### src/rtl/lin_uart_pkg.sv
package lin_uart_pkg;
  localparam int OVS      = 16;
  localparam int OVS_W    = $clog2(OVS);
  localparam int BRK_BASE = 13;
  localparam int DLM_BASE = 1;
  localparam int BRK_MIN  = 11;
  localparam int CNT_W    = 5;

  typedef enum logic [2:0] {
    TX_IDLE, TX_START, TX_DATA, TX_PAR, TX_STOP, TX_BRK, TX_DLM
  } tx_st_e;

  typedef enum logic [2:0] {
    RX_IDLE, RX_START, RX_DATA, RX_PAR, RX_STOP, RX_WAITHI
  } rx_st_e;
endpackage

### src/rtl/lin_uart_baud.sv
module lin_uart_baud #(
  parameter int DIV_W = 16
) (
  input  logic             clk,
  input  logic             rst_n,
  input  logic [DIV_W-1:0] div,
  output logic             tick
);
  logic [DIV_W-1:0] cnt_q, cnt_d;

  assign tick = (cnt_q >= div);

  always_comb begin
    cnt_d = tick ? '0 : cnt_q + 1'b1;
  end

  always_ff @(posedge clk or negedge rst_n) begin
    if (!rst_n) cnt_q <= '0;
    else        cnt_q <= cnt_d;
  end
endmodule

### src/rtl/lin_uart_tx.sv
module lin_uart_tx
  import lin_uart_pkg::*;
#(
  parameter int DATA_W = 8
) (
  input  logic              clk,
  input  logic              rst_n,
  input  logic              tick,
  input  logic              par_en,
  input  logic              par_odd,
  input  logic              master,
  input  logic [1:0]        brk_len,
  input  logic [1:0]        dlm_len,
  input  logic              wr,
  input  logic [DATA_W-1:0] wdata,
  input  logic              brk_req,
  output logic              full,
  output logic              busy,
  output logic              txd
);
  tx_st_e            st_q, st_d;
  logic [OVS_W-1:0]  sub_q, sub_d;
  logic [CNT_W-1:0]  cnt_q, cnt_d;
  logic [DATA_W-1:0] sh_q, sh_d, hold_q, hold_d;
  logic              par_q, par_d, hold_v_q, hold_v_d, pend_q, pend_d;
  logic              bit_end, accept, load;
  logic [CNT_W-1:0]  brk_last, dlm_last;

  assign bit_end  = tick && (sub_q == OVS_W'(OVS - 1));
  assign accept   = wr && !hold_v_q;
  assign brk_last = CNT_W'(BRK_BASE - 1) + CNT_W'(brk_len);
  assign dlm_last = CNT_W'(DLM_BASE - 1) + CNT_W'(dlm_len);

  always_comb begin
    st_d  = st_q;
    sub_d = tick ? sub_q + 1'b1 : sub_q;
    cnt_d = cnt_q;
    sh_d  = sh_q;
    load  = 1'b0;
    pend_d = pend_q || (brk_req && master);
    case (st_q)
      TX_IDLE: begin
        sub_d = '0;
        if (tick) begin
          if (pend_q) begin
            st_d = TX_BRK; cnt_d = '0; pend_d = 1'b0;
          end else if (hold_v_q) begin
            st_d = TX_START; load = 1'b1;
          end
        end
      end
      TX_START: if (bit_end) st_d = TX_DATA;
      TX_DATA: if (bit_end) begin
        sh_d  = sh_q >> 1;
        cnt_d = cnt_q + 1'b1;
        if (cnt_q == CNT_W'(DATA_W - 1)) st_d = par_en ? TX_PAR : TX_STOP;
      end
      TX_PAR: if (bit_end) st_d = TX_STOP;
      TX_STOP, TX_DLM: if (bit_end) begin
        if (st_q == TX_DLM && cnt_q != dlm_last) begin
          cnt_d = cnt_q + 1'b1;
        end else if (pend_q) begin
          st_d = TX_BRK; cnt_d = '0; pend_d = 1'b0;
        end else if (hold_v_q) begin
          st_d = TX_START; load = 1'b1;
        end else begin
          st_d = TX_IDLE;
        end
      end
      TX_BRK: if (bit_end) begin
        if (cnt_q == brk_last) begin
          st_d = TX_DLM; cnt_d = '0;
        end else begin
          cnt_d = cnt_q + 1'b1;
        end
      end
      default: st_d = TX_IDLE;
    endcase
    par_d    = par_q;
    hold_d   = hold_q;
    hold_v_d = hold_v_q;
    if (load) begin
      sh_d     = hold_q;
      par_d    = (^hold_q) ^ par_odd;
      cnt_d    = '0;
      hold_v_d = 1'b0;
    end
    if (accept) begin
      hold_d   = wdata;
      hold_v_d = 1'b1;
    end
  end

  always_ff @(posedge clk or negedge rst_n) begin
    if (!rst_n) begin
      st_q <= TX_IDLE; sub_q <= '0; cnt_q <= '0; sh_q <= '0;
      par_q <= 1'b0; hold_q <= '0; hold_v_q <= 1'b0; pend_q <= 1'b0;
    end else begin
      st_q <= st_d; sub_q <= sub_d; cnt_q <= cnt_d; sh_q <= sh_d;
      par_q <= par_d; hold_q <= hold_d; hold_v_q <= hold_v_d; pend_q <= pend_d;
    end
  end

  always_comb begin
    case (st_q)
      TX_START, TX_BRK: txd = 1'b0;
      TX_DATA:          txd = sh_q[0];
      TX_PAR:           txd = par_q;
      default:          txd = 1'b1;
    endcase
  end

  assign full = hold_v_q;
  assign busy = (st_q != TX_IDLE);
endmodule

### src/rtl/lin_uart_rx.sv
module lin_uart_rx
  import lin_uart_pkg::*;
#(
  parameter int DATA_W = 8
) (
  input  logic              clk,
  input  logic              rst_n,
  input  logic              tick,
  input  logic              rxd,
  input  logic              par_en,
  input  logic              par_odd,
  input  logic              master,
  input  logic              rd,
  output logic [DATA_W-1:0] data,
  output logic              valid,
  output logic              perr,
  output logic              ferr,
  output logic              ovr,
  output logic              brk
);
  localparam int BRK_TICKS = BRK_MIN * OVS;
  localparam int LOW_W     = $clog2(BRK_TICKS + 1);
  localparam logic [OVS_W-1:0] HALF = OVS_W'(OVS / 2 - 1);
  localparam logic [OVS_W-1:0] LAST = OVS_W'(OVS - 1);

  rx_st_e            st_q, st_d;
  logic [OVS_W-1:0]  sub_q, sub_d;
  logic [CNT_W-1:0]  cnt_q, cnt_d;
  logic [DATA_W-1:0] sh_q, sh_d, data_q, data_d;
  logic [LOW_W-1:0]  low_q, low_d;
  logic              s1_q, s2_q, s3_q, rx_s, fall;
  logic              pe_q, pe_d, pend_q, pend_d;
  logic              valid_q, valid_d, perr_q, perr_d, ferr_q, ferr_d;
  logic              ovr_q, ovr_d, brk_q, brk_d;
  logic              dlv, dlv_fe, brk_ev, smp;

  assign rx_s   = s2_q;
  assign fall   = s3_q && !s2_q;
  assign smp    = tick && (sub_q == LAST);
  assign brk_ev = (st_q == RX_WAITHI) && pend_q && !master &&
                  (low_q >= LOW_W'(BRK_TICKS));

  always_comb begin
    st_d = st_q; sub_d = tick ? sub_q + 1'b1 : sub_q; cnt_d = cnt_q;
    sh_d = sh_q; pe_d = pe_q; pend_d = pend_q;
    dlv = 1'b0; dlv_fe = 1'b0;
    if (rx_s) low_d = '0;
    else if (tick && low_q != LOW_W'(BRK_TICKS)) low_d = low_q + 1'b1;
    else low_d = low_q;
    case (st_q)
      RX_IDLE: begin
        sub_d = '0;
        if (fall) st_d = RX_START;
      end
      RX_START: if (tick && sub_q == HALF) begin
        if (rx_s) st_d = RX_IDLE;
        else begin
          st_d = RX_DATA; sub_d = '0; cnt_d = '0; pe_d = 1'b0;
        end
      end
      RX_DATA: if (smp) begin
        sh_d  = {rx_s, sh_q[DATA_W-1:1]};
        cnt_d = cnt_q + 1'b1;
        if (cnt_q == CNT_W'(DATA_W - 1)) st_d = par_en ? RX_PAR : RX_STOP;
      end
      RX_PAR: if (smp) begin
        pe_d = rx_s ^ (^sh_q) ^ par_odd;
        st_d = RX_STOP;
      end
      RX_STOP: if (smp) begin
        if (rx_s) begin
          dlv = 1'b1; st_d = RX_IDLE;
        end else if (master) begin
          dlv = 1'b1; dlv_fe = 1'b1; st_d = RX_WAITHI;
        end else begin
          pend_d = 1'b1; st_d = RX_WAITHI;
        end
      end
      RX_WAITHI: begin
        if (brk_ev) pend_d = 1'b0;
        else if (rx_s) begin
          st_d = RX_IDLE; pend_d = 1'b0;
          if (pend_q) begin dlv = 1'b1; dlv_fe = 1'b1; end
        end
      end
      default: st_d = RX_IDLE;
    endcase
  end

  always_comb begin
    data_d = data_q; valid_d = valid_q; perr_d = perr_q;
    ferr_d = ferr_q; ovr_d = ovr_q; brk_d = brk_q;
    if (rd) begin
      valid_d = 1'b0; perr_d = 1'b0; ferr_d = 1'b0; ovr_d = 1'b0; brk_d = 1'b0;
    end
    if (dlv) begin
      if (valid_q && !rd) ovr_d = 1'b1;
      else begin
        data_d = sh_q; valid_d = 1'b1; perr_d = pe_q; ferr_d = dlv_fe;
      end
    end
    if (brk_ev) brk_d = 1'b1;
  end

  always_ff @(posedge clk or negedge rst_n) begin
    if (!rst_n) begin
      s1_q <= 1'b1; s2_q <= 1'b1; s3_q <= 1'b1;
      st_q <= RX_IDLE; sub_q <= '0; cnt_q <= '0; sh_q <= '0; low_q <= '0;
      pe_q <= 1'b0; pend_q <= 1'b0;
      data_q <= '0; valid_q <= 1'b0; perr_q <= 1'b0; ferr_q <= 1'b0;
      ovr_q <= 1'b0; brk_q <= 1'b0;
    end else begin
      s1_q <= rxd; s2_q <= s1_q; s3_q <= s2_q;
      st_q <= st_d; sub_q <= sub_d; cnt_q <= cnt_d; sh_q <= sh_d; low_q <= low_d;
      pe_q <= pe_d; pend_q <= pend_d;
      data_q <= data_d; valid_q <= valid_d; perr_q <= perr_d; ferr_q <= ferr_d;
      ovr_q <= ovr_d; brk_q <= brk_d;
    end
  end

  assign data  = data_q;
  assign valid = valid_q;
  assign perr  = perr_q;
  assign ferr  = ferr_q;
  assign ovr   = ovr_q;
  assign brk   = brk_q;
endmodule

### src/rtl/lin_uart.sv
module lin_uart #(
  parameter int DATA_W = 8,
  parameter int DIV_W  = 16
) (
  input  logic              clk,
  input  logic              rst_n,
  input  logic [DIV_W-1:0]  cfg_div,
  input  logic              cfg_par_en,
  input  logic              cfg_par_odd,
  input  logic              cfg_master,
  input  logic [1:0]        cfg_brk_len,
  input  logic [1:0]        cfg_dlm_len,
  input  logic              tx_wr,
  input  logic [DATA_W-1:0] tx_data,
  input  logic              tx_brk_req,
  output logic              tx_full,
  output logic              tx_busy,
  output logic              txd,
  input  logic              rxd,
  input  logic              rx_rd,
  output logic [DATA_W-1:0] rx_data,
  output logic              rx_valid,
  output logic              err_parity,
  output logic              err_frame,
  output logic              err_overrun,
  output logic              brk_det
);
  logic rst_m_q, rst_s_q, tick;

  always_ff @(posedge clk or negedge rst_n) begin
    if (!rst_n) begin
      rst_m_q <= 1'b0; rst_s_q <= 1'b0;
    end else begin
      rst_m_q <= 1'b1; rst_s_q <= rst_m_q;
    end
  end

  lin_uart_baud #(.DIV_W(DIV_W)) u_baud (
    .clk(clk), .rst_n(rst_s_q), .div(cfg_div), .tick(tick)
  );

  lin_uart_tx #(.DATA_W(DATA_W)) u_tx (
    .clk(clk), .rst_n(rst_s_q), .tick(tick),
    .par_en(cfg_par_en), .par_odd(cfg_par_odd), .master(cfg_master),
    .brk_len(cfg_brk_len), .dlm_len(cfg_dlm_len),
    .wr(tx_wr), .wdata(tx_data), .brk_req(tx_brk_req),
    .full(tx_full), .busy(tx_busy), .txd(txd)
  );

  lin_uart_rx #(.DATA_W(DATA_W)) u_rx (
    .clk(clk), .rst_n(rst_s_q), .tick(tick), .rxd(rxd),
    .par_en(cfg_par_en), .par_odd(cfg_par_odd), .master(cfg_master),
    .rd(rx_rd), .data(rx_data), .valid(rx_valid),
    .perr(err_parity), .ferr(err_frame), .ovr(err_overrun), .brk(brk_det)
  );
endmodule

### config.mk
export PLATFORM = sky130hd
export DESIGN_NAME = lin_uart
export DESIGN_NICKNAME = d
export VERILOG_FILES = /design/src/rtl/lin_uart_pkg.sv /design/src/rtl/lin_uart_baud.sv /design/src/rtl/lin_uart_tx.sv /design/src/rtl/lin_uart_rx.sv /design/src/rtl/lin_uart.sv
export SDC_FILE = /design/constraint.sdc
export NUM_CORES = 1
export LEC_CHECK = 0
export ABC_AREA = 1
export BUFFER_PORTS_ARGS = -buffer_cell sky130_fd_sc_hd__buf_2
export CAP_MARGIN = 15
export CORE_MARGIN = 3
export CORE_UTILIZATION = 54
export DETAILED_ROUTE_END_ITERATION = 10
export GPL_TIMING_DRIVEN = 0
export PLACE_DENSITY = 0.76
export SKIP_CTS_REPAIR_TIMING = 1
export SLEW_MARGIN = 20
export SYNTH_ARGS = -nofsm -noshare
export SYNTH_HDL_FRONTEND = slang
export SYNTH_SLANG_ARGS = --single-unit
### constraint.sdc
create_clock -name clk -period 2.7 [get_ports clk]
set_clock_uncertainty 0.15 [all_clocks]
set_input_delay 0.27 -clock clk [delete_from_list [all_inputs] [get_ports clk]]
set_output_delay 0.27 -clock clk [all_outputs]
set_load 0.02 [all_outputs]
==> flow_summary_export.csv, run 1 <==
group,metric,value,unit
final_layout,drive_gt1_share,13.2,%
synthesis,netlist.area_leader.share,42.1,%
synthesis,synth_area,0.00547,mm2
synthesis,ys_ff_latch,95,
timing,fmax,409,MHz
worst_setup_path,crit_arrival,2.54,ns
pwr,power_frac_comb,35.4,%
placed_design,port_buffers,52,
timing,tightest_slew,0.717,ns
synthesis,synthTopCellsByCount,"nand2_1 (231), dfrtp_1 (92), inv_1 (77)",
grt,grt_max_degree,56,
final_layout,final_nets,848,
floorplanning,io_pins,53,
worst_setup_path,crit_path_start_kind,"register",
floorplanning,coreArea,0.00982,mm2
clock_network,cts_max_level,3,
pwr,p_sw_share,37.8,%
worst_setup_path,critical_path.max_fanout,10,
pwr,max-vdd-ir-drop,0.538,mV
routing,vias_per_cell,5.08,
clock_network,clk-insertion-delay-late,0.35,ns
clock_network,cts_tree,"yes",
floorplanning,die_w,107,um
synthesis,yosysMostFrequentCell,"nand2_1",
clock_network,cts_sinks,95,
synthesis,synth-seq-area-share,43.5,%
grt,grt_pass1_vias,4450,
flow_run,maxCapViolCount,0,
synthesis,syn-num-nets,781,
pwr,internal_power,2.97,mW
clock_network,clockRootBuffer,"clkbuf_8",
worst_setup_path,crit_required,2.80,ns
worst_setup_path,crit_type,"register to register",
clock_network,clk_pin_slew,0.09,ns
routing,drt_iter0_drc,227,
clock_network,cts_buffers,9,
pwr,pwr_density_cell,770,mW/mm2
grt,grt_pass1_wl,19100,um
synthesis,ys.flop_type,"dfrtp_1",
placed_design,place_area,0.00592,mm2
synthesis,syn_area_per_cell,7.59,um2
pwr,p_leak,3.34,nW
pwr,seqPwrFrac,41.4,%
routing,drt_first_pass_iters,5,
routing,totalWireLength,10900,um
worst_setup_path,r2r_slack,0.26,ns
timing,rsz0062_at_grt,"no",
timing,setup_viol,0,
pwr,power.share.clock,23.2,%
synthesis,synth_cells,721,
floorplanning,std_cell_rows,36,
timing,tns,0,ns
synthesis,yosysUniqueCellTypes,38,
clock_network,clock_path_buffers,2,
grt,grt_usage,20.3,%
floorplanning,start_util,55.7,%
routing,ant_nets,0,
routing,wire_per_inst,11.8,um
timing,relSlewSlack,52.2,%
floorplanning,fp.dieH,107,um
synthesis,synth_top_cell_by_area,"dfrtp_1",
grt,overflow,0,
timing,drv_slew,0,
grt,antenna_found_initial,0,
timing,layout_min_cycle_time,2.44,ns
timing,fin_crit_sh,90.5,%
placed_design,gp_congestion,0.867,
placed_design,place.detailed.hpwl,8300,um
pwr,p_sw,1.80,mW
floorplanning,die_area,0.0114,mm2
routing,vias,4702,
final_layout,diodes,0,
routing,drcViolationCount,0,
synthesis,ys_top_cells_by_area,"dfrtp_1 (42%), nand2_1 (16%), nand3_1 (5.6%), inv_1 (5.3%), ha_1 (5.3%)",
worst_setup_path,endpoint_kind,"register",
final_layout,design_area,0.00619,mm2
hold_path,hold_class,"input pin to register",
synthesis,synthArstFlopShare,100,%
synthesis,yosys_warnings,0,
outcome,status,"completed",
synthesis,synth_edf_count,0,
final_layout,area_delta_synth_final,13.2,%
timing,final-hold-violation-count,0,
## layout make-up
class                      count  area (um2)
fill                         895        3630
multi-input combinational    530        2700
sequential                    95        2380
inverter                      83         315
timing repair buffer          56         310
tap                          133         166
clock buffer                  11         131
clock inverter                 5         106
buffer                        13        78.8
## flip-flops by register name (all words and copies together), names as in the netlist, 3 cells and up
name and cells:
u_baud.cnt_q 16, u_rx.cnt_q 5, u_rx.data 8, u_rx.low_q 8, u_rx.sh_q 8, u_rx.st_q 3, u_rx.sub_q 4, u_tx.cnt_q 5
u_tx.hold_q 8, u_tx.sh_q 8, u_tx.st_q 3, u_tx.sub_q 4
## worst paths after layout
| kind | from | end | cells past startpoint |
|---|---|---|---|
| worst max-delay path | u_baud.cnt_q[3] | u_rx.cnt_q[0] | 15 |
| worst min-delay path | tx_data[4] | u_tx.hold_q[4] | 3 |
| worst max register to register | u_baud.cnt_q[3] | u_rx.cnt_q[0] | 15 |
| worst min register to register | rst_m_q | rst_s_q | 0 |
| max in group asynchronous | rst_s_q | u_rx.ferr | 1 |
| min in group asynchronous | rst_n | rst_s_q | 2 |
## cells by family (layout without fill, tap and decap cells)
family                   count (synthesis)  after routing  share of synthesized area, %
AO/OA/AOI/OAI                           68             68                          6.93
flip-flops                              95             95                          43.5
XOR/XNOR                                32             32                          5.12
adder cells (fa/ha/maj)                 23             23                          5.26
other                                    1              1                        0.0686
AND/OR/NAND/NOR                        405            405                          31.7
multiplexers                             1              1                         0.206
buffers and inverters                   96            168                          7.14
## power groups by stage
| stage | Sequential, mW | Combinational (mW) | Clock (mW) |
|---|---|---|---|
| after floorplan | 1.95 | 1.32 | 0 |
| after global placement | 1.99 | 1.60 | 0 |
| after detailed placement | 2.00 | 1.69 | 0 |
| after CTS | 1.97 | 1.69 | 1.13 |
| after global routing | 2.02 | 1.93 | 1.19 |
| final | 1.97 | 1.69 | 1.11 |
## metrics by stage
stage | setup slack, ns | cells | hold WS, ns | power, mW | utilization (%)
after floorplan | 0.702 | 721 | -0.176 | 3.27 | -
after global routing | 0.0200 | 926 | 0.0201 | 5.14 | 63.1
after detailed placement | 0.165 | 907 | -0.0917 | 3.69 | 60.3
after global placement | 0.302 | 906 | -0.0935 | 3.59 | 60.1
final | 0.257 | 926 | 0.0180 | 4.77 | 63.1
after CTS | 0.139 | 923 | -0.477 | 4.80 | 62.7
## layout by cell type, fill, tap and decap left out, types with 3 or more instances in the layout
cell type      instances
nand2_1              230
dfrtp_1               91
inv_1                 77
nor2_1                63
nand3_1               61
buf_2                 58
a21oi_1               31
ha_1                  23
o21ai_0               22
nor3_1                20
xnor2_1               17
xor2_1                15
nand4_1               12
clkbuf_8               9
nand2_2                8
inv_2                  5
clkbuf_1               5
o21ai_1                4
o31ai_1                3
bufinv_16              3
dlygate4sd3_1          3
dfstp_2                3
## worst max-delay path, stage by stage (launching register included)
cell	delay (ns)
dfrtp_1	0.41
ha_1	0.30
nand2_1	0.06
nor2_1	0.10
nor2_1	0.04
nand2_1	0.06
nand2_1	0.05
nand2_1	0.07
nand2_1	0.05
nand2_1	0.16
buf_4	0.24
nand2_2	0.09
o21bai_4	0.25
nand2_2	0.15
nand2_1	0.10
nand2_1	0.05
## routing by layer
metal	GRT usage [%]	up-vias	wire, um
li1	-	2439	-
met1	26.5	2158	5050
met2	34.6	89	5240
met3	2.47	16	400
met4	7.67	0	219
met5	0	-	0
(Power assumes the default switching activity.)
==> inputs of run 2 (changes only) <==
- CORE_UTILIZATION: 54 -> 25
- PLACE_DENSITY: 0.76 -> 0.41
==> flow_summary_export.csv, run 2 (synthesis results as in run 1) <==
group,metric,value,unit
clock_network,cts_max_level,3,
pwr,p_sw_share,37.3,%
grt,antenna_found_initial,0,
floorplanning,coreArea,0.0213,mm2
timing,relSlewSlack,66.4,%
routing,wire_per_inst,11.9,um
routing,drt_iter0_drc,172,
grt,grt_pass1_wl,22000,um
worst_setup_path,crit_top_cell,"nand2_1",
timing,fin_crit_sh,89.7,%
clock_network,clk-insertion-delay-late,0.35,ns
timing,drv_slew,0,
worst_setup_path,path_cells,"ha_1 > nand2_1 > nor2_1 > nor2_1 > nand2_1 > nand2_1 > nand2_1 > nand2_1 > nand2_1 > nand2_1 > o21ai_4 > inv_1 > nand2_1 > nand2_1",
floorplanning,die_area,0.0237,mm2
worst_setup_path,reg2reg_to,"u_tx.cnt_q[2]",
worst_setup_path,max_stage_delay,0.41,ns
pwr,power.share.clock,27.4,%
worst_setup_path,critical_path.max_fanout,6,
final_layout,final_nets,849,
final_layout,final_cell_mix,"nand2_1 (229), dfrtp_1 (91), inv_1 (77), nor2_1 (63), nand3_1 (61)",
final_layout,largest_register_ffs,16,
routing,vias_per_cell,4.27,
pwr,power_frac_comb,33.9,%
placed_design,gp_congestion,0.818,
floorplanning,io_pins,53,
final_layout,final_common_cell,"nand2_1",
floorplanning,fp.dieH,154,um
floorplanning,die_w,154,um
clock_network,cts_buffers,9,
timing,fmax,413,MHz
final_layout,top_register,"u_baud.cnt_q",
pwr,max-vdd-ir-drop,0.346,mV
clock_network,clockRootBuffer,"clkbuf_16",
routing,vias,4565,
pwr,p_leak,3.39,nW
pwr,p_total,5.11,mW
routing,totalWireLength,12700,um
worst_setup_path,endpoint_kind,"register",
worst_setup_path,reg2reg_depth,14,
clock_network,clock_path_buffers,2,
pwr,internal_power,3.20,mW
routing,drcViolationCount,0,
routing,ant_nets,0,
timing,final-hold-violation-count,0,
worst_setup_path,crit_arrival,2.50,ns
floorplanning,std_cell_rows,53,
worst_setup_path,cpMaxStageDelayCell,"dfrtp_1",
placed_design,port_buffers,52,
worst_setup_path,r2r_slack,0.28,ns
clock_network,cts_sinks,95,
final_layout,area_delta_synth_final,18.8,%
grt,grt_usage,11.2,%
placed_design,dp.cells,1050,
worst_setup_path,r2r-start,"u_baud.cnt_q[3]",
clock_network,cts_tree,"yes",
timing,rsz0062_at_grt,"yes",
grt,grt_pass1_vias,4481,
pwr,seqPwrFrac,38.6,%
timing,tns,0,ns
hold_path,worstHoldStart,"tx_data[7]",
timing,setup_viol,0,
clock_network,clk_pin_slew,0.07,ns
routing,drt_first_pass_iters,4,
timing,tightest_slew,0.504,ns
grt,overflow,0,
hold_path,hold_class,"input pin to register",
floorplanning,start_util,25.7,%
hold_path,whs_endpoint,"u_tx.hold_q[7]",
final_layout,final_cells,1069,
worst_setup_path,crit_required,2.78,ns
placed_design,place.detailed.hpwl,9440,um
timing,layout_min_cycle_time,2.42,ns
pwr,pwr_density_cell,787,mW/mm2
final_layout,drive_gt1_share,13.9,%
outcome,status,"completed",
pwr,p_sw,1.90,mW
grt,grt_max_degree,38,
final_layout,diodes,0,
flow_run,maxCapViolCount,0,
hold_path,hold_depth,2,
worst_setup_path,crit_path_start_kind,"register",
final_layout,num-fill-cells,2349,
worst_setup_path,crit_type,"register to register",
-- run 2: worst max-delay path by stage --
stage,startpoint,end,slack (ns),depth (start not counted)
2_1_floorplan,u_baud.cnt_q[11],u_tx.sh_q[4],0.70,13
3_3_place_gp,rst_s_q,u_rx.data[1],0.12,0
3_5_place_dp,u_baud.cnt_q[3],u_rx.sub_q[1],0.10,15
4_1_cts,u_baud.cnt_q[3],u_rx.sub_q[1],0.08,15
5_1_grt,u_baud.cnt_q[3],u_rx.data[3],-0.002,14
6_report,u_baud.cnt_q[3],u_tx.cnt_q[2],0.28,14
-- run 2: final cells by class --
| cell class | count | area, um2 | share of cell area [%] |
|---|---|---|---|
| plain buffers | 13 | 85.1 | 1.31 |
| inverters | 83 | 315 | 4.85 |
| well taps | 275 | 344 | 5.30 |
| clock inverters | 5 | 81.3 | 1.25 |
| clock buffers | 11 | 243 | 3.74 |
| flip-flops and latches | 95 | 2380 | 36.7 |
| multi-input cells | 530 | 2710 | 41.8 |
| repair buffers | 57 | 328 | 5.05 |
-- run 2: per-layer routing --
layer / vias to the layer above / track usage (%) / routed length (um)
li1: 2443 / - / -
met5: - / 0 / 0
met4: 0 / 3.15 / 119
met2: 46 / 17.1 / 5500
met1: 2069 / 16.1 / 6760
met3: 7 / 2.45 / 330
-- run 2: power groups by stage --
| stage | sequential, mW | combinational (mW) | clock, mW |
|---|---|---|---|
| floorplan | 1.95 | 1.32 | 0 |
| global placement | 2.02 | 1.72 | 0 |
| detailed placement | 2.00 | 1.75 | 0 |
| CTS | 1.98 | 1.75 | 1.46 |
| global route | 2.01 | 2.03 | 1.51 |
| finish | 1.97 | 1.73 | 1.40 |
-- run 2: per-stage QoR --
stage / setup WS, ns / hold slack (ns) / area, um2 / utilization [%]
detailed placement: 0.101 / -0.0934 / 6120 / 28.7
finish: 0.277 / 0.00800 / 6490 / 30.5
global placement: 0.122 / -0.0932 / 6070 / 28.5
floorplan: 0.702 / -0.176 / 5470 / -
CTS: 0.0763 / -0.470 / 6440 / 30.3
global route: -0.00209 / 0.00792 / 6490 / 30.5
-- run 2: critical path: cells and delay by family, from the launching register on --
kind	cells	cell delay [ns]
simple gates	11	1.01
flops	1	0.41
fa+ha+maj	1	0.30
compound gates	1	0.28
buf+inv	1	0.16
==> inputs of run 3 (changes only) <==
- CELL_PAD_IN_SITES_DETAIL_PLACEMENT: unset -> 0
- CELL_PAD_IN_SITES_GLOBAL_PLACEMENT: unset -> 1
- PLACE_DENSITY: 0.41 -> 0.5
- clock period: 2.7 -> 2.88 ns (I/O delays scaled with it)
==> flow_summary_export.csv, run 3 (synthesis results as in run 1) <==
group,metric,value,unit
outcome,status,"completed",
clock_network,cts_sinks,95,
flow_run,maxCapViolCount,0,
timing,drv_slew,0,
final_layout,final_nets,848,
floorplanning,std_cell_rows,53,
grt,antenna_found_initial,0,
grt,grt_usage,11.7,%
grt,overflow,0,
timing,setup_viol,0,
timing,layout_min_cycle_time,2.51,ns
grt,grt_pass1_wl,23000,um
worst_setup_path,critical_path.max_fanout,10,
timing,final-hold-violation-count,0,
clock_network,clk-insertion-delay-late,0.35,ns
worst_setup_path,cpMaxStageDelayCell,"dfrtp_1",
pwr,max-vdd-ir-drop,0.318,mV
routing,vias,4683,
clock_network,cts_buffers,9,
final_layout,seq_area,0.00238,mm2
worst_setup_path,max_stage_delay,0.41,ns
worst_setup_path,endpoint_kind,"register",
final_layout,final_cells,1068,
worst_setup_path,crit_required,2.97,ns
clock_network,clock_path_buffers,2,
final_layout,top_register,"u_baud.cnt_q",
routing,drcViolationCount,0,
final_layout,diodes,0,
timing,tns,0,ns
grt,grt_pass1_vias,4729,
worst_setup_path,crit_path_start_kind,"register",
routing,vias_per_cell,4.38,
placed_design,port_buffers,52,
timing,fmax,399,MHz
worst_setup_path,crit_top_cell,"nand2_1",
pwr,pwr_density_cell,735,mW/mm2
final_layout,area_delta_synth_final,18.0,%
final_layout,multi_input_area,0.00270,mm2
final_layout,drive_gt1_share,13.5,%
routing,wire_per_inst,12.3,um
worst_setup_path,path_cells,"ha_1 > nand2_1 > nor2_1 > nor2_1 > nand2_1 > nand2_1 > nand2_1 > nand2_1 > nand2_1 > buf_4 > nand3_1 > nand2_1 > nand2_2 > nand2_1 > nand2_1",
clock_network,clk_pin_slew,0.07,ns
floorplanning,die_w,154,um
final_layout,final_cell_mix,"nand2_1 (231), dfrtp_1 (91), inv_1 (77), nor2_1 (63), nand3_1 (61)",
floorplanning,die_area,0.0237,mm2
routing,totalWireLength,13100,um
hold_path,hold_class,"input pin to register",
final_layout,final_common_cell,"nand2_1",
worst_setup_path,crit_type,"register to register",
clock_network,cts_tree,"yes",
placed_design,place.detailed.hpwl,10000,um
timing,rsz0062_at_grt,"no",
floorplanning,io_pins,53,
placed_design,dp.cells,1050,
floorplanning,coreArea,0.0213,mm2
timing,fin_crit_sh,87.0,%
final_layout,largest_register_ffs,16,
worst_setup_path,crit_arrival,2.60,ns
routing,ant_nets,0,
placed_design,gp_congestion,0.771,
final_layout,num-fill-cells,2309,
pwr,p_leak,3.38,nW
routing,drt_first_pass_iters,4,
floorplanning,start_util,25.7,%
grt,grt_max_degree,38,
routing,drt_iter0_drc,209,
clock_network,clockRootBuffer,"clkbuf_16",
floorplanning,fp.dieH,154,um
clock_network,cts_max_level,3,
## run 3: final cells by class
| cell class | count | share of cell area [%] |
|---|---|---|
| Buffer | 13 | 1.22 |
| Clock buffer | 9 | 3.49 |
| Clock inverter | 7 | 1.38 |
| Inverter | 83 | 4.88 |
| Multi-Input combinational cell | 530 | 41.8 |
| Sequential cell | 95 | 36.9 |
| Tap cell | 275 | 5.33 |
| Timing Repair Buffer | 56 | 4.96 |
## run 3: metrics by stage
| stage | hold WS [ns] | power, mW | cell area, um2 | setup slack, ns | util [%] |
|---|---|---|---|---|---|
| after floorplan | -0.158 | 3.07 | 5470 | 0.882 | - |
| after global placement | -0.0742 | 3.50 | 6070 | 0.282 | 28.5 |
| after detailed placement | -0.0737 | 3.53 | 6120 | 0.251 | 28.7 |
| after CTS | -0.467 | 4.86 | 6430 | 0.216 | 30.2 |
| after global routing | 0.0217 | 5.20 | 6450 | 0.00167 | 30.3 |
| final | 0.0165 | 4.74 | 6450 | 0.375 | 30.3 |
## run 3: final timing paths
kind	end	slack [ns]	depth (start not counted)	startpoint
setup / recovery	u_rx.cnt_q[1]	0.37	15	u_baud.cnt_q[3]
setup reg to reg	u_rx.cnt_q[1]	0.37	15	u_baud.cnt_q[3]
hold reg to reg	u_tx.cnt_q[3]	0.07	0	rst_s_q
min in group asynchronous	u_tx.cnt_q[3]	0.07	0	rst_s_q
hold / removal	u_tx.hold_q[7]	0.02	2	tx_data[7]
max in group asynchronous	u_rx.rx_s	1.67	2	rst_s_q
## run 3: routing by layer
layer	track usage, %	vias up	part of all wire (%)
met2	19.6	52	47
met3	2.36	9	2.6
li1	-	2446	-
met5	0	-	0
met1	15.6	2176	49
met4	3.28	0	1.3
## run 3: report_power, final
group | leakage, nW | switching (mW) | internal (mW) | total, mW
Clock | 0.150 | 0.576 | 0.692 | 1.27
Combinational | 1.99 | 1.02 | 0.605 | 1.63
Sequential | 1.24 | 0.242 | 1.60 | 1.84
Total | 3.38 | 1.84 | 2.90 | 4.74
## run 3: worst max-delay path: cells and delay by family (launching register included)
kind,cells,cell delay [ns]
AND/OR/NAND/NOR,13,1.31
adder cells (fa/ha/maj),1,0.30
buffers and inverters,1,0.24
flip-flops,1,0.41
